`config.mk`:
```
export PLATFORM = sky130hd
export DESIGN_NAME = rate_enable_gen
export DESIGN_NICKNAME = d
export VERILOG_FILES = /design/src/rtl/rate_gen_pkg.sv /design/src/rtl/rate_regfile.sv /design/src/rtl/rate_accum.sv /design/src/rtl/rate_divider.sv /design/src/rtl/rate_enable_gen.sv
export SDC_FILE = /design/constraint.sdc
export NUM_CORES = 1
export LEC_CHECK = 0
export BUFFER_PORTS_ARGS = -buffer_cell sky130_fd_sc_hd__clkbuf_2
export CAP_MARGIN = 10
export CELL_PAD_IN_SITES_DETAIL_PLACEMENT = 1
export CELL_PAD_IN_SITES_GLOBAL_PLACEMENT = 2
export CORE_MARGIN = 4
export CORE_UTILIZATION = 40
export CTS_CLUSTER_SIZE = 20
export DETAILED_ROUTE_END_ITERATION = 10
export GPL_TIMING_DRIVEN = 0
export HOLD_SLACK_MARGIN = 0.12
export PLACE_DENSITY_LB_ADDON = 0.1
export RECOVER_POWER = 100
export SYNTH_ARGS = -nofsm -noshare
export SYNTH_HDL_FRONTEND = slang
export SYNTH_SLANG_ARGS = --single-unit
```
`constraint.sdc`:
```
create_clock -name clk_i -period 10 [get_ports clk_i]
set_clock_uncertainty 0.2 [all_clocks]
set_input_delay 1.5 -clock clk_i [delete_from_list [all_inputs] [get_ports clk_i]]
set_output_delay 1.5 -clock clk_i [all_outputs]
set_load 0.01 [all_outputs]
```
`src/rtl/rate_gen_pkg.sv`:
```
`timescale 1ns/1ps
package rate_gen_pkg;
  localparam int BYTE_W = 8;
  localparam int MSEL_W = 2;
  localparam logic [2:0] CUSTOM_SEL = 3'b100;

  typedef logic [MSEL_W-1:0] msel_t;

  typedef struct packed {
    msel_t      msel;
    logic       alt_en;
    logic [2:0] rate_sel;
    logic       upd;
  } ctrl_t;
endpackage

```
`src/rtl/rate_regfile.sv`:
```
`timescale 1ns/1ps
module rate_regfile import rate_gen_pkg::*; #(
  parameter int NUM_W    = 16,
  parameter int ADDR_W   = 3,
  parameter int DEF_NUM  = 2048,
  parameter int DEF_DEN  = 1125,
  parameter int DEF_MSEL = 2
) (
  input  logic              clk_i,
  input  logic              rst_ni,
  input  logic              wr_en_i,
  input  logic [ADDR_W-1:0] wr_addr_i,
  input  logic [BYTE_W-1:0] wr_data_i,
  output logic [NUM_W-1:0]  num_o,
  output logic [NUM_W-1:0]  den_o,
  output msel_t             msel_o,
  output logic              restart_o,
  output logic              commit_ok_o
);
  localparam int NB = NUM_W / BYTE_W;
  localparam logic [ADDR_W-1:0] CTRL_ADDR = ADDR_W'(2 * NB);

  logic [NUM_W-1:0] sh_num_q, sh_den_q, wk_num_q, wk_den_q;
  ctrl_t ctrl_q;
  msel_t wk_msel_q;
  logic  upd_seen_q, gate_q, gate_d, gate_chg, commit_req;

  always_ff @(posedge clk_i or negedge rst_ni) begin
    if (!rst_ni) begin
      sh_num_q <= NUM_W'(DEF_NUM);
      sh_den_q <= NUM_W'(DEF_DEN);
      ctrl_q   <= '{msel: msel_t'(DEF_MSEL), alt_en: 1'b0, rate_sel: 3'b000, upd: 1'b0};
    end else if (wr_en_i) begin
      for (int b = 0; b < NB; b++) begin
        if (wr_addr_i == ADDR_W'(b))      sh_num_q[b*BYTE_W +: BYTE_W] <= wr_data_i;
        if (wr_addr_i == ADDR_W'(NB + b)) sh_den_q[b*BYTE_W +: BYTE_W] <= wr_data_i;
      end
      if (wr_addr_i == CTRL_ADDR) ctrl_q <= ctrl_t'(wr_data_i[$bits(ctrl_t)-1:0]);
    end
  end

  // edge of the update bit in either direction requests a commit
  assign commit_req  = ctrl_q.upd ^ upd_seen_q;
  assign commit_ok_o = commit_req && (sh_den_q != '0);
  assign gate_d      = (ctrl_q.rate_sel == CUSTOM_SEL) && !ctrl_q.alt_en;
  assign gate_chg    = gate_d ^ gate_q;
  assign restart_o   = commit_ok_o || gate_chg;

  always_ff @(posedge clk_i or negedge rst_ni) begin
    if (!rst_ni) begin
      upd_seen_q <= 1'b0;
      gate_q     <= 1'b0;
      wk_num_q   <= NUM_W'(DEF_NUM);
      wk_den_q   <= NUM_W'(DEF_DEN);
      wk_msel_q  <= msel_t'(DEF_MSEL);
    end else begin
      upd_seen_q <= ctrl_q.upd;
      gate_q     <= gate_d;
      if (commit_ok_o) begin
        wk_num_q  <= sh_num_q;
        wk_den_q  <= sh_den_q;
        wk_msel_q <= ctrl_q.msel;
      end
    end
  end

  assign num_o  = gate_q ? wk_num_q : NUM_W'(DEF_NUM);
  assign den_o  = gate_q ? wk_den_q : NUM_W'(DEF_DEN);
  assign msel_o = wk_msel_q;

  a_r3_hold_without_toggle: assert property (@(posedge clk_i) disable iff (!rst_ni)
    !commit_req |=> $stable(wk_num_q) && $stable(wk_den_q) && $stable(wk_msel_q));

  a_r9_zero_den_rejected: assert property (@(posedge clk_i) disable iff (!rst_ni)
    (commit_req && sh_den_q == '0) |=> $stable(wk_den_q) && $stable(wk_num_q) && $stable(wk_msel_q));

  a_r9_working_den_nonzero: assert property (@(posedge clk_i) disable iff (!rst_ni)
    wk_den_q != '0);
endmodule

```
`src/rtl/rate_accum.sv`:
```
`timescale 1ns/1ps
module rate_accum import rate_gen_pkg::*; #(
  parameter int NUM_W        = 16,
  parameter int FRAC_SHIFT   = 10,
  parameter int MIN_MULT_LOG = 6
) (
  input  logic             clk_i,
  input  logic             rst_ni,
  input  logic [NUM_W-1:0] num_i,
  input  logic [NUM_W-1:0] den_i,
  input  msel_t            msel_i,
  input  logic             restart_i,
  input  logic             commit_ok_i,
  output logic             tick_d_o,
  output logic             tick_o,
  output logic             overrange_o
);
  localparam int MAX_SH = FRAC_SHIFT - MIN_MULT_LOG;
  localparam int THR_W  = NUM_W + MAX_SH;
  localparam int ACC_W  = THR_W + 1;
  localparam int NSEL   = 2 ** MSEL_W;

  logic [ACC_W-1:0] thr_opt [NSEL];
  logic [ACC_W-1:0] thr, sum, acc_q;
  logic over, wrap;

  // wrap threshold Da*1024/M for each multiplier
  for (genvar m = 0; m < NSEL; m++) begin : g_thr
    assign thr_opt[m] = ACC_W'(den_i) << (MAX_SH - m);
  end

  assign thr      = thr_opt[msel_i];
  assign over     = ACC_W'(num_i) >= thr;
  assign sum      = acc_q + ACC_W'(num_i);
  assign wrap     = sum >= thr;
  assign tick_d_o = !restart_i && (over || wrap);

  always_ff @(posedge clk_i or negedge rst_ni) begin
    if (!rst_ni) begin
      acc_q       <= '0;
      tick_o      <= 1'b0;
      overrange_o <= 1'b0;
    end else begin
      tick_o <= tick_d_o;
      if (restart_i) begin
        acc_q <= '0;
        if (commit_ok_i) overrange_o <= 1'b0;
      end else if (over) begin
        acc_q       <= '0;
        overrange_o <= 1'b1;
      end else if (wrap) begin
        acc_q <= sum - thr;
      end else begin
        acc_q <= sum;
      end
    end
  end

  a_r5_acc_in_range: assert property (@(posedge clk_i) disable iff (!rst_ni)
    acc_q < thr);

  a_r8_flag_sticky: assert property (@(posedge clk_i) disable iff (!rst_ni)
    (overrange_o && !commit_ok_i) |=> overrange_o);

  a_r8_flag_on_saturate: assert property (@(posedge clk_i) disable iff (!rst_ni)
    (over && !restart_i) |=> overrange_o && tick_o);

  a_r4_restart_quiet: assert property (@(posedge clk_i) disable iff (!rst_ni)
    restart_i |=> !tick_o);
endmodule

```
`src/rtl/rate_divider.sv`:
```
`timescale 1ns/1ps
module rate_divider import rate_gen_pkg::*; #(
  parameter int MIN_MULT_LOG = 6
) (
  input  logic  clk_i,
  input  logic  rst_ni,
  input  logic  tick_d_i,
  input  msel_t msel_i,
  input  logic  restart_i,
  output logic  base_o
);
  localparam int NSEL  = 2 ** MSEL_W;
  localparam int CNT_W = MIN_MULT_LOG + NSEL - 1;

  logic [CNT_W-1:0] last_opt [NSEL];
  logic [CNT_W-1:0] last, cnt_q;

  for (genvar m = 0; m < NSEL; m++) begin : g_last
    assign last_opt[m] = CNT_W'((1 << (MIN_MULT_LOG + m)) - 1);
  end
  assign last = last_opt[msel_i];

  always_ff @(posedge clk_i or negedge rst_ni) begin
    if (!rst_ni) begin
      cnt_q  <= '0;
      base_o <= 1'b0;
    end else if (restart_i) begin
      cnt_q  <= '0;
      base_o <= 1'b0;
    end else if (tick_d_i) begin
      if (cnt_q == last) begin
        cnt_q  <= '0;
        base_o <= 1'b1;
      end else begin
        cnt_q  <= cnt_q + 1'b1;
        base_o <= 1'b0;
      end
    end else begin
      base_o <= 1'b0;
    end
  end

  a_r6_count_in_range: assert property (@(posedge clk_i) disable iff (!rst_ni)
    cnt_q <= last);
endmodule

```
`src/rtl/rate_enable_gen.sv`:
```
`timescale 1ns/1ps
module rate_enable_gen import rate_gen_pkg::*; #(
  parameter int NUM_W        = 16,
  parameter int ADDR_W       = 3,
  parameter int FRAC_SHIFT   = 10,
  parameter int MIN_MULT_LOG = 6,
  parameter int DEF_NUM      = 2048,
  parameter int DEF_DEN      = 1125,
  parameter int DEF_MSEL     = 2
) (
  input  logic              clk_i,
  input  logic              rst_ni,
  input  logic              wr_en_i,
  input  logic [ADDR_W-1:0] wr_addr_i,
  input  logic [7:0]        wr_data_i,
  output logic              mult_tick_o,
  output logic              base_tick_o,
  output logic              overrange_o
);
  logic [NUM_W-1:0] num, den;
  msel_t msel;
  logic  restart, commit_ok, tick_d;

  rate_regfile #(
    .NUM_W(NUM_W), .ADDR_W(ADDR_W),
    .DEF_NUM(DEF_NUM), .DEF_DEN(DEF_DEN), .DEF_MSEL(DEF_MSEL)
  ) u_regs (
    .clk_i, .rst_ni, .wr_en_i, .wr_addr_i, .wr_data_i,
    .num_o(num), .den_o(den), .msel_o(msel),
    .restart_o(restart), .commit_ok_o(commit_ok)
  );

  rate_accum #(
    .NUM_W(NUM_W), .FRAC_SHIFT(FRAC_SHIFT), .MIN_MULT_LOG(MIN_MULT_LOG)
  ) u_acc (
    .clk_i, .rst_ni, .num_i(num), .den_i(den), .msel_i(msel),
    .restart_i(restart), .commit_ok_i(commit_ok),
    .tick_d_o(tick_d), .tick_o(mult_tick_o), .overrange_o(overrange_o)
  );

  rate_divider #(.MIN_MULT_LOG(MIN_MULT_LOG)) u_div (
    .clk_i, .rst_ni, .tick_d_i(tick_d), .msel_i(msel),
    .restart_i(restart), .base_o(base_tick_o)
  );

  a_r6_base_with_mult: assert property (@(posedge clk_i) disable iff (!rst_ni)
    base_tick_o |-> mult_tick_o);
endmodule

```
* Word-level counts from Yosys, hierarchy flattened
Index checks and enable logic that the tools add are counted.
** Cells by class
- Reduce and logical (&&, ||, !) cells :: 17
- $lt $le $gt $ge :: 3
- Bitwise logic cells :: 3
- $add $sub $neg :: 3
- Multiplexer cells :: 20
- Eq/ne operators :: 7
** Operator list (count)
- 21-bit two-way mux :: 5
- 9-bit two-way mux :: 5
- 21-bit binary-select mux with 2-bit select :: 1
- 16-bit two-way mux :: 2
- 21-bit by 16-bit adder with 21-bit output :: 1
- 16-bit by 21-bit >= comparator with 1-bit output :: 1
- 21-bit >= comparator :: 1
- 21-bit subtractor :: 1
- 9-bit binary-select mux with 2-bit select :: 1
- 16-bit nonzero test :: 1
- 2-bit AND reduction :: 6
- 9-bit by 1-bit adder with 9-bit output (second input constant) :: 1
- 9-bit equality test :: 1
- 3-bit by 2-bit equality test with 1-bit output (second input constant) :: 2
- 3-bit equality test (second input constant) :: 2
- 1-bit two-way mux :: 6
- 2-bit nonzero test :: 2
- 3-bit by 1-bit equality test with 1-bit output (second input constant) :: 1
- 3-bit >= comparator (second input constant) :: 1
- 1-bit logical AND :: 3
- 3-bit zero test :: 1
- 2-bit inverter with 3-bit output :: 1
- 1-bit zero test :: 2
- 1-bit logical OR :: 2
- other kinds (2) :: 3
** Storage, ports and cells
- Output and inout bits :: 3
- Flip-flop bits (word level) :: 108

* Logic depth before layout (Yosys ltp)
Gate-level depths: netlist of run 1.
- Word-level depth :: 9
- Depth in mapped cells :: 26
- Mapped depth without buffers :: 21

* By module
From an unflattened synthesis of run 1, not the netlist that was laid out.
** Unflattened totals
- Cell total of the unflattened synthesis :: 719
- Area total of the unflattened synthesis :: 7214.4 um^2
** By module, submodules not included
- rate_accum :: times used 1, area each 3565.9 um^2, cells an instance 463
- rate_regfile :: times used 1, area each 3100.5 um^2, cells an instance 203
- rate_divider :: times used 1, area each 548.0 um^2, cells an instance 53

* Worst setup path after synthesis of run 1
OpenSTA, ideal clock, no wires.
- Path kind :: flip-flop to flip-flop
- From :: reg u_regs.gate_q
- To :: reg u_acc.acc_q[12]
- Stages on the path, launching flop included :: 26
- Clock period less this slack :: 5.501 ns
- Path buffers :: 7
- Slack :: 4.499 ns
- Arrival :: 5.179 ns
- Cells stage by stage :: dfrtp_1 > buf_2 > buf_2 > clkbuf_1 > and2_1 > ha_1 > clkbuf_1 > nand2_1 > a2111o_1 > a211oi_1 > nor2_1 > o31ai_1 > o21ai_0 > xnor2_1 > ha_1 > clkbuf_1 > a21o_1 > a21oi_1 > nor2b_1 > a311oi_1 > o21a_1 > clkbuf_1 > nand2_2 > buf_4 > mux2i_1 > nor2_1
** On the way
- Word-level cells in the longest chain between the ends :: 8
** Ends and longest elaborated chain
- start: declaration :: RTL line rate_regfile.sv:26 : logic upd_seen_q, gate_q, gate_d, gate_chg, commit_req;
- start signal: assignment :: RTL line rate_regfile.sv:58 : gate_q <= gate_d;
- branches (longest 7 deep; another with 21-bit by 16-bit adder with 21-bit output)
- 21-bit two-way mux * :: RTL line rate_accum.sv:45 : if (restart_i) begin
- end signal: assignment :: RTL line rate_accum.sv:52 : acc_q <= sum - thr;
- end signal: assignment :: RTL line rate_accum.sv:54 : acc_q <= sum;
- end: declaration :: RTL line rate_accum.sv:24 : logic [ACC_W-1:0] thr, sum, acc_q;
Mark *: on every way between the ends. The select of a mux whose other input is x is not followed.
A chain may end at the register's enable or synchronous reset.

* Worst setup path after layout of run 1
Same ends and word-level chain as after synthesis.

==> results of run 1 <==
## metal layers
layer	wire length (um)	part of all wire [%]	vias up	GRT usage, %
met5	0	0	-	0
met4	310	1.5	0	6.26
met3	332	1.7	22	1.79
met2	10000	50	55	36.3
met1	9360	47	2747	27.6
li1	-	-	2687	-
## logic make-up after synthesis
group	count (synthesis)	synth area share [%]
buf+inv	51	2.88
xor+xnor	45	5.49
compound gates	182	17.4
fa+ha+maj	45	7.90
flops	108	37.9
mux	93	14.6
simple gates	193	13.8
## registers in the layout (all words and copies together) (netlist names)
register           cells
u_acc.acc_q           21
u_regs.sh_den_q       16
u_regs.sh_num_q       16
u_regs.wk_den_q       16
u_regs.wk_num_q       16
u_div.cnt_q            9
u_regs.ctrl_q          7
u_regs.msel_o          2
u_acc.overrange_o      1
u_acc.tick_o           1
u_div.base_o           1
u_regs.gate_q          1
u_regs.upd_seen_q      1
## synthesized netlist by cell type, types with 8 or more instances
cell type                   instances  share of area (%)
sky130_fd_sc_hd__inv_1             21                1.1
sky130_fd_sc_hd__clkbuf_1          19               0.99
sky130_fd_sc_hd__xor2_1            17                2.1
sky130_fd_sc_hd__a21o_1             9               0.94
sky130_fd_sc_hd__o2bb2ai_1         10                1.2
sky130_fd_sc_hd__mux2i_1           17                2.4
sky130_fd_sc_hd__nor2_1            49                2.6
sky130_fd_sc_hd__dfrtp_1           94                 33
sky130_fd_sc_hd__mux2_2            74                 12
sky130_fd_sc_hd__ha_1              42                7.3
sky130_fd_sc_hd__dfstp_2           14                5.1
sky130_fd_sc_hd__xnor2_1           28                3.4
sky130_fd_sc_hd__nand3_1           14               0.98
sky130_fd_sc_hd__buf_2              9               0.63
sky130_fd_sc_hd__nor2b_1           14                1.2
sky130_fd_sc_hd__nand2_1           45                2.4
sky130_fd_sc_hd__a21oi_1           36                2.5
sky130_fd_sc_hd__a31oi_1           11               0.96
sky130_fd_sc_hd__o21a_1             9               0.94
sky130_fd_sc_hd__o21ai_0           41                2.9
sky130_fd_sc_hd__and2_1            16                1.4
sky130_fd_sc_hd__and3_1             8               0.70
sky130_fd_sc_hd__a211oi_1           8               0.84
sky130_fd_sc_hd__nand2b_1          13                1.1
## area by class of cell
class | count | area [sq um] | share of cell area (%)
Buffer | 30 | 121 | 1.56
Clock buffer | 9 | 225 | 2.90
Clock inverter | 7 | 75.1 | 0.967
Inverter | 21 | 78.8 | 1.02
Multi-Input combinational cell | 558 | 4190 | 54.0
Sequential cell | 108 | 2720 | 35.0
Tap cell | 225 | 282 | 3.63
Timing Repair Buffer | 15 | 68.8 | 0.886
## power breakdown
part | switching [uW] | leakage (uW) | internal, uW | total (uW)
Combinational | 834 | 0.00180 | 570 | 1400
Sequential | 105 | 0.00133 | 586 | 691
Clock | 186 | 0.000148 | 178 | 364
Total | 1130 | 0.00328 | 1330 | 2460
## worst reg2reg max path, delay by kind of cell, from the launching register on
family / cells / cell delay (ps)
buffers and inverters: 7 / 2730
AO/OA/AOI/OAI: 6 / 1570
AND/OR/NAND/NOR: 8 / 2240
flip-flops: 1 / 460
adder cells (fa/ha/maj): 2 / 440
multiplexers: 1 / 300
XOR/XNOR: 1 / 160
## worst paths after layout
path,slack [ps],cells past startpoint,end,start
max in group asynchronous,3290,1,u_div.cnt_q[8]$_DFFE_PN0P_,rst_ni
min,210,0,u_regs.upd_seen_q$_DFF_PN0_,u_regs.ctrl_q[0]$_DFFE_PN0P_
max reg2reg,1800,25,u_acc.acc_q[12]$_DFF_PN0_,u_regs.gate_q$_DFF_PN0_
min reg2reg,210,0,u_regs.upd_seen_q$_DFF_PN0_,u_regs.ctrl_q[0]$_DFFE_PN0P_
min in group asynchronous,3070,1,u_regs.sh_num_q[4]$_DFFE_PN0P_,rst_ni
max,1800,25,u_acc.acc_q[12]$_DFF_PN0_,u_regs.gate_q$_DFF_PN0_
## per-stage QoR
step | power [uW] | std cells | setup WS, ps
finish | 2460 | 973 | 1800
global route | 2670 | 973 | 961
CTS | 2520 | 973 | 2400
detailed placement | 2140 | 957 | 2440
global placement | 2100 | 957 | 2500
floorplan | 1740 | 717 | 4500
==> results, run 1 <==
- In this run the deepest clock path goes through 2 buffers.
- The CTS tree is done.
- Setup repair after global routing left no endpoint under its margin.
- Yosys printed 0 warnings.
- The max-slew violation count is 120.
- 17 I/O pins were placed.
- For the worst setup path, the data required time is 10040 ps.
- The die is 142 um wide.
- The floorplan step set the die height to 142 um.
- The number of gates resized after CTS was 0.
- In this run the worst path has a maximum fanout of 10.
- Once the clock tree was built, the setup fixing pass inserted 0 buffers.
- In the final routed layout, each cell accounts on average for 20.6 um.
- For the pin with the worst max-slew slack, the measured transition is 5800 ps.
- The initial detailed-routing violation count is 259.
- The first global-routing pass estimated 33000 um of wire.
- The synthesized area per cell is 10.0 sq um.
- The type of origin of the critical path is a register.
- The total area inside the core boundary comes to 0.0174 sq mm.
- Setup violations remaining at the end of the flow were counted as 0.
- The number of buffer and inverter instances along the worst setup path is 7.
- The classification of the worst setup path is register to register.
- The number of iterations in the first detailed-routing pass is 4.
- The tightest hold path in the finished design has a slack of 214 ps.
- The initial utilization of the core area, before any placement, comes to 41.2%.
- The number of levels the H-tree was split into is 3.
- The proportion of synthesized chip area in sequential cells is 37.9%.
- Data arrives at the worst endpoint at 8240 ps.
- The count of nets left with antenna violations once routing finished came out at 0.
- In the final layout, the share of cells above drive strength 1 is 16.8%.
- Across the run, the number of max-cap violations was 2.
- Setup total negative slack on the finished layout was measured at 0 ps.
- The synthesized cell area is 0.00717 sq mm.
- The worst-skew pair later-pin latency is 360 ps.
- The master of the slowest instance on the critical path is sky130_fd_sc_hd__clkbuf_1.
- The worst path in the final design needs a cycle of 8200 ps, including I/O delays and setup.
- The layout overhead on the synthesized area is 8.25%.
- In this run the static leakage power is 0.00328 uW.
- The clock-pin slew on the worst setup and hold paths is 80 ps.
- Among all flip-flop cells after synthesis, the most frequent one is sky130_fd_sc_hd__dfrtp_1.
- Summing all non-filler instances in the final layout gives an area of 0.00776 sq mm.
- The pin count of the biggest net entering global routing is 109.
- The delay of the slowest critical-path stage is 550 ps.
- The floorplan has 48 rows.
- The via count of the first global-routing pass is 5969.
- The via total after detailed routing is 5511.
- The share of synthesized registers carrying an async set or reset is 100%.
- The total global-route track usage is 20.8%.
- Dividing the detail-routed via count by the number of cells gives 5.66.
- The number of enable-type register cells in the synthesized netlist is 0.
- The number of antenna violations at the first check in global routing is 0.
- The residual overflow from global routing is 0.
- The most prevalent standard cell on the critical path is sky130_fd_sc_hd__clkbuf_1.
- The final reports fail on capacitance limit, slew limit.
- The class of the most critical hold timing path is register to register.
- STA classifies the critical path endpoint as a register.
- The post-synthesis cell count is 717.
- The family of cells with the greatest summed delay on the critical path is buffers and inverters.
- The number of nets produced by synthesis is 774.
- After synthesis the netlist holds a flip-flop and latch count of 108.
- The wire length after detailed routing is 20000 um.
- The final layout contains 800 nets.
- The clock sink total is 108.
- The count of buffers added on input and output ports is 15.
- The detailed-placement wirelength estimate is 15900 um.
- For this run, the top clock speed supported by timing is 0.122 GHz.
- The share of the core filled with cells in the final layout is 44.6%.
- The hold violation count in the final report is 0.
- For this run, design rule violations remaining after detail routing come to 0.
- After synthesis, the netlist uses 73 different library cells.
- The repair_antennas step left the layout with diodes totalling 0.
- Across the VDD grid, the largest voltage drop is 0.113 mV.
- The layout filler cell count is 1996.
- The flow ran to the end, but the final reports show violations.
- The placer's final routability congestion estimate is 0.826.
- The hold buffer count at CTS is 0.
- In this run the clock root is driven by a sky130_fd_sc_hd__clkbuf_16.
- For this design the ratio of total power to cell area is 317 mW/mm^2.
- The top cell types in the final layout, fill and taps aside, are 94 x sky130_fd_sc_hd__dfrtp_1, 72 x sky130_fd_sc_hd__mux2_2, 50 x sky130_fd_sc_hd__nor2_1.
- The library cell used most frequently in the layout, excluding fill and tap cells, is sky130_fd_sc_hd__dfrtp_1.
- The number of buffers created by CTS is 9.
- Summing all placed instances gives a cell area of 0.00754 sq mm.
- The post-route clock period utilization is 82.0%.
- The die covers 0.0201 sq mm.
- The max-slew headroom at the worst pin is -287%.
Note: power is estimated with default switching activity, not from simulation.
==> inputs of run 2 (changes only) <==
Clock period 10 ns to 8 ns, I/O delays scaled along.
==> results, run 2 (synthesized netlist as in run 1, its figures left out) <==
- The clock sink total was 108 (unchanged).
- The start of the worst register-to-register path was u_regs.gate_q$_DFF_PN0_ (unchanged).
- The initial standard-cell utilization of the core is 41.2% (unchanged).
- The via total after detailed routing is 5502 (was 5511).
- The type of origin of the critical path is a register (unchanged).
- The layout filler cell count came to 1987 (was 1996).
- Violations in the final reports: capacitance limit, slew limit (unchanged).
- The timing-limited maximum frequency is 0.138 GHz (was 0.122 GHz).
- The residual overflow from global routing is 0 (unchanged).
- Most frequent cells in the layout: 94 x sky130_fd_sc_hd__dfrtp_1, 72 x sky130_fd_sc_hd__mux2_2, 49 x sky130_fd_sc_hd__nor2_1 (was 94 x sky130_fd_sc_hd__dfrtp_1, 72 x sky130_fd_sc_hd__mux2_2, 50 x sky130_fd_sc_hd__nor2_1).
- The first-pass GRT wire length is 33000 um (unchanged).
- The highest routed metal layer was met4 (unchanged).
- The CTS tree is done (unchanged).
- The ratio of total power to cell area is 398 mW/mm^2 (was 317 mW/mm^2).
- The cell row count is 48 (unchanged).
- The maximum number of buffers from clock root to sink came to 2 (unchanged).
- The hold violation count in the final report is 0 (unchanged).
- The number of levels the H-tree was split into came to 3 (unchanged).
- The number of nets in the layout is 800 (unchanged).
- The most flop-heavy register is u_acc.acc_q (unchanged).
- The post-route clock period utilization is 90.6% (was 82.0%).
- The hold buffer count at CTS is 0 (unchanged).
- The post-CTS setup repair buffer count was 0 (unchanged).
- The pin count of the biggest net entering global routing is 109 (unchanged).
- The number of instances on the worst hold path is 0 (unchanged).
- The class of the most critical hold timing path is register to register (unchanged).
- The die boundary width is 142 um (unchanged).
- The max-slew violation count is 109 (was 120).
- The most common cell after layout, fill and taps aside is sky130_fd_sc_hd__dfrtp_1 (unchanged).
- The register-to-register setup slack is 750 ps (was 1800 ps).
- The I/O pin count is 17 (unchanged).
- The height of the die was 142 um (unchanged).
- The routed length on met3 is 315 um (was 332 um).
- The total setup violations reported at the end of the flow is 0 (unchanged).
- The flip-flop count of the largest register after layout is 21 (unchanged).
- The critical path capture point type is a register (unchanged).
- The placer's final routability congestion estimate is 0.826 (unchanged).
- The wire length on met2 was 10000 um (about the same).
- The DRC violation count after routing is 0 (unchanged).
- The destination of the worst hold path is u_regs.upd_seen_q$_DFF_PN0_ (unchanged).
- The hold path startpoint is u_regs.ctrl_q[0]$_DFFE_PN0P_ (unchanged).
- Setup repair after global routing missed its margin: no (unchanged).
- The number of buffers created by CTS is 9 (unchanged).
- The max-cap check violation count is 1 (was 2).
- The core outline area was 0.0174 sq mm (unchanged).
- The maximum resistive drop on vdd was 0.139 mV (was 0.113 mV).
- The number of nets with antenna violations after routing is 0 (unchanged).
- The share of the core filled with cells in the final layout is 44.9% (was 44.6%).
- The post-layout minimum cycle time is 7250 ps (was 8200 ps).
- The wire length on met1 is 9380 um (was 9360 um).
- The summed negative setup slack over all endpoints is 0 ps (unchanged).
- The slew at the pin with the worst max-slew slack is 5780 ps (was 5800 ps).
- The detailed-placement wirelength estimate came to 15900 um (unchanged).
- The worst-skew pair later-pin latency is 360 ps (about the same).
- The layout overhead on the synthesized area was 9.02% (was 8.25%).
- The top fanout value on the critical path was 10 (unchanged).
- The data required time at the worst endpoint is 8030 ps (was 10040 ps).
- The number of antenna violations at the first check in global routing is 0 (unchanged).
- The initial detailed-routing violation count is 286 (was 259).
- The max-slew headroom at the worst pin is -285% (was -287%).
- The ratio of routed vias to standard cells was 5.65 (was 5.66).
- The fraction of final layout cells sized beyond drive strength 1 came to 18.0% (was 16.8%).
- The end of the worst register-to-register path was u_acc.acc_q[8]$_DFF_PN0_ (was u_acc.acc_q[12]$_DFF_PN0_).
- The worst hold margin is 214 ps (about the same).
- The total global-route track usage is 20.8% (unchanged).
- Outcome: finished, violations left (unchanged).
- The wire length after detailed routing is 20000 um (about the same).
- The via count of the first global-routing pass came to 5969 (unchanged).
- The clock root buffer is sky130_fd_sc_hd__clkbuf_16 (unchanged).
- The count of port buffers added during placement was 15 (unchanged).
- The diode insertion count for antenna repair is 0 (unchanged).
- The clock-pin slew on the worst setup and hold paths came to 80 ps (about the same).
- The leakage power figure is 0.00330 uW (was 0.00328 uW).
- The classification of the worst setup path is register to register (unchanged).
- The worst path arrival time is 7280 ps (was 8240 ps).
- The average wire per standard cell was 20.6 um (about the same).
- The die footprint is 0.0201 sq mm (unchanged).
- The number of iterations in the first detailed-routing pass is 4 (unchanged).
- The logic depth of the worst register-to-register path is 25 (unchanged).
run 2: cell count changes in the layout (fill, tap and decap cells not counted), sizes merged:
cell / before / now
buf: 7 / 10
clkbuf: 47 / 44
run 2: layout make-up:
class | instances | area [sq um] | area share [%]
Multi-Input combinational cell | 558 | 4240 | 54.3
Clock inverter | 7 | 75.1 | 0.960
Clock buffer | 9 | 225 | 2.88
Inverter | 21 | 78.8 | 1.01
Buffer | 30 | 128 | 1.63
Tap cell | 225 | 282 | 3.60
Timing Repair Buffer | 15 | 68.8 | 0.880
Sequential cell | 108 | 2720 | 34.8
run 2: how the worst max path moves through the flow:
| stage | start | endpoint | slack [ps] |
|---|---|---|---|
| after floorplan | u_regs.gate_q$_DFF_PN0_ | u_acc.acc_q[12]$_DFF_PN0_ | 2500 |
| after global placement | u_regs.gate_q$_DFF_PN0_ | u_acc.acc_q[12]$_DFF_PN0_ | 500 |
| after detailed placement | u_regs.gate_q$_DFF_PN0_ | u_acc.acc_q[12]$_DFF_PN0_ | 440 |
| after CTS | u_regs.gate_q$_DFF_PN0_ | u_acc.acc_q[8]$_DFF_PN0_ | 400 |
| after global routing | u_regs.gate_q$_DFF_PN0_ | u_acc.acc_q[8]$_DFF_PN0_ | 40 |
| final | u_regs.gate_q$_DFF_PN0_ | u_acc.acc_q[8]$_DFF_PN0_ | 750 |
run 2: repair_timing:
action                                  CTS  global route
endpoints found under the setup margin    0            12
endpoints found under the hold margin     0             0
gates resized for setup                   0             1
run 2: stage by stage:
stage	std cells	power [uW]	cell area, sq um	setup slack, ps
floorplan	717	2180	7170	2500
global route	973	3380	7820	43.9
CTS	973	3160	7840	401
global placement	957	2620	7530	501
detailed placement	957	2680	7540	437
finish	973	3120	7820	751
run 2: worst max-delay path, stage by stage, from the launching register on:
cell	delay [ps]
sky130_fd_sc_hd__dfrtp_1	460
sky130_fd_sc_hd__buf_2	260
sky130_fd_sc_hd__buf_2	290
sky130_fd_sc_hd__clkbuf_1	420
sky130_fd_sc_hd__and2_1	300
sky130_fd_sc_hd__ha_1	150
sky130_fd_sc_hd__clkbuf_1	250
sky130_fd_sc_hd__nand2_1	120
sky130_fd_sc_hd__nor4b_1	370
sky130_fd_sc_hd__a211oi_1	150
sky130_fd_sc_hd__a211oi_1	390
sky130_fd_sc_hd__nor2_1	100
sky130_fd_sc_hd__o31ai_1	540
sky130_fd_sc_hd__o21ai_0	200
sky130_fd_sc_hd__xnor2_1	160
sky130_fd_sc_hd__ha_1	280
sky130_fd_sc_hd__clkbuf_1	320
sky130_fd_sc_hd__nand4_1	290
sky130_fd_sc_hd__nor4_2	430
sky130_fd_sc_hd__a311oi_1	140
sky130_fd_sc_hd__o21a_1	120
sky130_fd_sc_hd__clkbuf_1	270
sky130_fd_sc_hd__nand2_2	340
sky130_fd_sc_hd__buf_4	270
sky130_fd_sc_hd__mux2i_1	230
sky130_fd_sc_hd__nor2_1	60
run 2: metal layers:
metal	vias to the layer above	global-route usage (%)
met5	-	0
li1	2687	-
met4	0	6.26
met3	21	1.79
met2	53	36.3
met1	2741	27.6
run 2: power breakdown:
part           leakage [uW]  internal (uW)  total, uW  switching [uW]
Sequential          0.00133            732        866             133
Combinational       0.00182            731       1790            1060
Clock              0.000148            222        455             233
==> inputs of run 3 (changes only) <==
Settings changed: CORE_ASPECT_RATIO set to 0.6, RECOVER_POWER 100 to unset.
==> results, run 3 (synthesized netlist as in run 1, its figures left out) <==
- Outcome: finished, final reports clean (was finished, violations left).
- The finished layout cell area is 0.00787 sq mm (was 0.00782 sq mm).
- The DRC violation count after routing is 0 (unchanged).
- The summed negative setup slack over all endpoints is 0 ps (unchanged).
- The cell row count came to 37 (was 48).
- The type of origin of the critical path is a register (unchanged).
- The number of levels the H-tree was split into is 3 (unchanged).
- The top fanout value on the critical path came to 10 (unchanged).
- The post-route clock period utilization is 93.6% (was 90.6%).
- The clock root buffer is sky130_fd_sc_hd__clkbuf_16 (unchanged).
- The class of the most critical hold timing path is register to register (unchanged).
- Setup repair after global routing missed its margin: no (unchanged).
- The initial detailed-routing violation count is 486 (was 286).
- The core outline area is 0.0174 sq mm (about the same).
- The total setup violations reported at the end of the flow was 0 (unchanged).
- The die boundary width is 181 um (was 142 um).
- The maximum resistive drop on vdd came to 0.134 mV (was 0.139 mV).
- The pin count of the biggest net entering global routing is 109 (unchanged).
- The max-cap check violation count is 0 (was 1).
- The logic depth of the worst register-to-register path came to 25 (unchanged).
- The worst-skew pair later-pin latency is 360 ps (about the same).
- The maximum number of buffers from clock root to sink came to 2 (unchanged).
- The clock-pin slew on the worst setup and hold paths is 80 ps (about the same).
- The classification of the worst setup path is register to register (unchanged).
- The flip-flop count of the largest register after layout is 21 (unchanged).
- The area used by sequential logic in the layout is 0.00272 sq mm (unchanged).
- The worst path arrival time came to 7530 ps (was 7280 ps).
- The register-to-register setup slack is 510 ps (was 750 ps).
- The worst hold margin was 240 ps (was 214 ps).
- The wire length after detailed routing was 21400 um (was 20000 um).
- The number of buffers created by CTS is 9 (unchanged).
- The end of the worst register-to-register path is u_acc.acc_q[12]$_DFF_PN0_ (was u_acc.acc_q[8]$_DFF_PN0_).
- The placed cell area was 0.00755 sq mm (was 0.00754 sq mm).
- Most frequent cells in the layout: 94 x sky130_fd_sc_hd__dfrtp_1, 74 x sky130_fd_sc_hd__mux2_2, 49 x sky130_fd_sc_hd__nor2_1 (was 94 x sky130_fd_sc_hd__dfrtp_1, 72 x sky130_fd_sc_hd__mux2_2, 49 x sky130_fd_sc_hd__nor2_1).
- The max-slew violation count is 0 (was 109).
- The start of the worst register-to-register path is u_regs.gate_q$_DFF_PN0_ (unchanged).
- The count of port buffers added during placement is 15 (unchanged).
- The ratio of routed vias to standard cells came to 5.78 (was 5.65).
- The data required time at the worst endpoint is 8040 ps (was 8030 ps).
- The total global-route track usage is 21.6% (was 20.8%).
- The number of nets in the layout is 801 (was 800).
- The number of iterations in the first detailed-routing pass is 5 (was 4).
- The average wire per standard cell was 21.8 um (was 20.6 um).
- The leakage power figure was 0.00334 uW (was 0.00330 uW).
- The hold path startpoint is u_regs.ctrl_q[0]$_DFFE_PN0P_ (unchanged).
- The destination of the worst hold path is u_regs.upd_seen_q$_DFF_PN0_ (unchanged).
- The layout overhead on the synthesized area is 9.72% (was 9.02%).
- The post-cts repair resize count was 0 (unchanged).
- The first-pass GRT wire length came to 34500 um (was 33000 um).
- The via total after detailed routing came to 5683 (was 5502).
- The detailed-placement wirelength estimate is 17000 um (was 15900 um).
- The timing-limited maximum frequency came to 0.133 GHz (was 0.138 GHz).
- The number of antenna violations at the first check in global routing is 0 (unchanged).
- The slew at the pin with the worst max-slew slack came to 1050 ps (was 5780 ps).
- The most common cell after layout, fill and taps aside is sky130_fd_sc_hd__dfrtp_1 (unchanged).
- The number of nets with antenna violations after routing is 0 (unchanged).
- The diode insertion count for antenna repair is 0 (unchanged).
- The height of the die is 112 um (was 142 um).
- The initial standard-cell utilization of the core is 41.3% (was 41.2%).
- The die footprint was 0.0202 sq mm (was 0.0201 sq mm).
- The hold buffer count at CTS is 0 (unchanged).
- The I/O pin count is 17 (unchanged).
- The share of the core filled with cells in the final layout is 45.3% (was 44.9%).
- The number of instances on the worst hold path is 0 (unchanged).
- The residual overflow from global routing is 0 (unchanged).
- The layout filler cell count is 1970 (was 1987).
- The via count of the first global-routing pass is 5952 (was 5969).
- The hold violation count in the final report is 0 (unchanged).
- The area occupied by multi-input gates is 0.00426 sq mm (was 0.00424 sq mm).
- The CTS tree was done (unchanged).
- The clock sink total is 108 (unchanged).
- The fraction of final layout cells sized beyond drive strength 1 was 19.8% (was 18.0%).
- The max-slew headroom at the worst pin came to 29.4% (was -285%).
- The placer's final routability congestion estimate was 0.822 (was 0.826).
- The post-CTS setup repair buffer count is 0 (unchanged).
- The post-layout minimum cycle time is 7490 ps (was 7250 ps).
- The most flop-heavy register was u_acc.acc_q (unchanged).
- The ratio of total power to cell area is 401 mW/mm^2 (was 398 mW/mm^2).
- The critical path capture point type is a register (unchanged).
run 3: changes by cell type in the layout (fill, tap and decap cells not counted), sizes merged:
cell / before / now
inv: 25 / 24
buf: 10 / 12
run 3: layout make-up:
type                    instances  area share [%]
multi-input cells             558            54.1
flip-flops and latches        108            34.6
well taps                     234            3.72
clock buffers                  10            3.04
plain buffers                  30            1.65
repair buffers                 16            1.13
inverters                      21            1.00
clock inverters                 6           0.795
run 3: metrics by stage:
| step | setup slack (ps) | total power, uW | std cells |
|---|---|---|---|
| 6_report | 509 | 3150 | 983 |
| 5_1_grt | 142 | 3410 | 983 |
| 4_1_cts | 111 | 3170 | 982 |
| 3_5_place_dp | 159 | 2680 | 966 |
| 3_3_place_gp | 363 | 2620 | 966 |
| 2_1_floorplan | 2500 | 2180 | 717 |
run 3: worst max-delay path by stage:
stage               depth (start not counted)  slack (ps)                     from                         to
detailed placement                         25         160  u_regs.gate_q$_DFF_PN0_   u_acc.acc_q[1]$_DFF_PN0_
finish                                     25         510  u_regs.gate_q$_DFF_PN0_  u_acc.acc_q[12]$_DFF_PN0_
floorplan                                  25        2500  u_regs.gate_q$_DFF_PN0_  u_acc.acc_q[12]$_DFF_PN0_
global route                               25         140  u_regs.gate_q$_DFF_PN0_   u_acc.acc_q[1]$_DFF_PN0_
CTS                                        25         110  u_regs.gate_q$_DFF_PN0_   u_acc.acc_q[1]$_DFF_PN0_
global placement                           25         360  u_regs.gate_q$_DFF_PN0_  u_acc.acc_q[12]$_DFF_PN0_
run 3: worst max-delay path, stage by stage, from the launching register on:
cell                       delay (ps)
sky130_fd_sc_hd__dfrtp_1          520
sky130_fd_sc_hd__buf_2            290
sky130_fd_sc_hd__buf_2            320
sky130_fd_sc_hd__clkbuf_2         300
sky130_fd_sc_hd__and2_1           280
sky130_fd_sc_hd__ha_1             150
sky130_fd_sc_hd__clkbuf_1         240
sky130_fd_sc_hd__nand2_1          130
sky130_fd_sc_hd__nor4b_1          350
sky130_fd_sc_hd__a211oi_1         150
sky130_fd_sc_hd__a211oi_1         490
sky130_fd_sc_hd__nor2_1           140
sky130_fd_sc_hd__o31ai_2          440
sky130_fd_sc_hd__o21ai_0          200
sky130_fd_sc_hd__xnor2_1          160
sky130_fd_sc_hd__ha_1             290
sky130_fd_sc_hd__clkbuf_1         290
sky130_fd_sc_hd__nand4_1          330
sky130_fd_sc_hd__nor4_2           590
sky130_fd_sc_hd__a311oi_1         170
sky130_fd_sc_hd__o21a_1           130
sky130_fd_sc_hd__clkbuf_1         270
sky130_fd_sc_hd__nand2_2          370
sky130_fd_sc_hd__buf_4            270
sky130_fd_sc_hd__mux2i_1          210
sky130_fd_sc_hd__nor2_1            70
run 3: where the power goes:
part / switching, uW / internal, uW
sequential: 124 / 732
clock: 234 / 229
combinational: 1100 / 736
total: 1460 / 1700
run 3: layer usage:
metal	up-vias	share of wire, %	GRT usage (%)
met2	99	41	31.2
met3	18	3.8	3.17
met1	2874	54	34.3
met4	0	0.99	3.83
met5	-	0	0
li1	2692	-	-
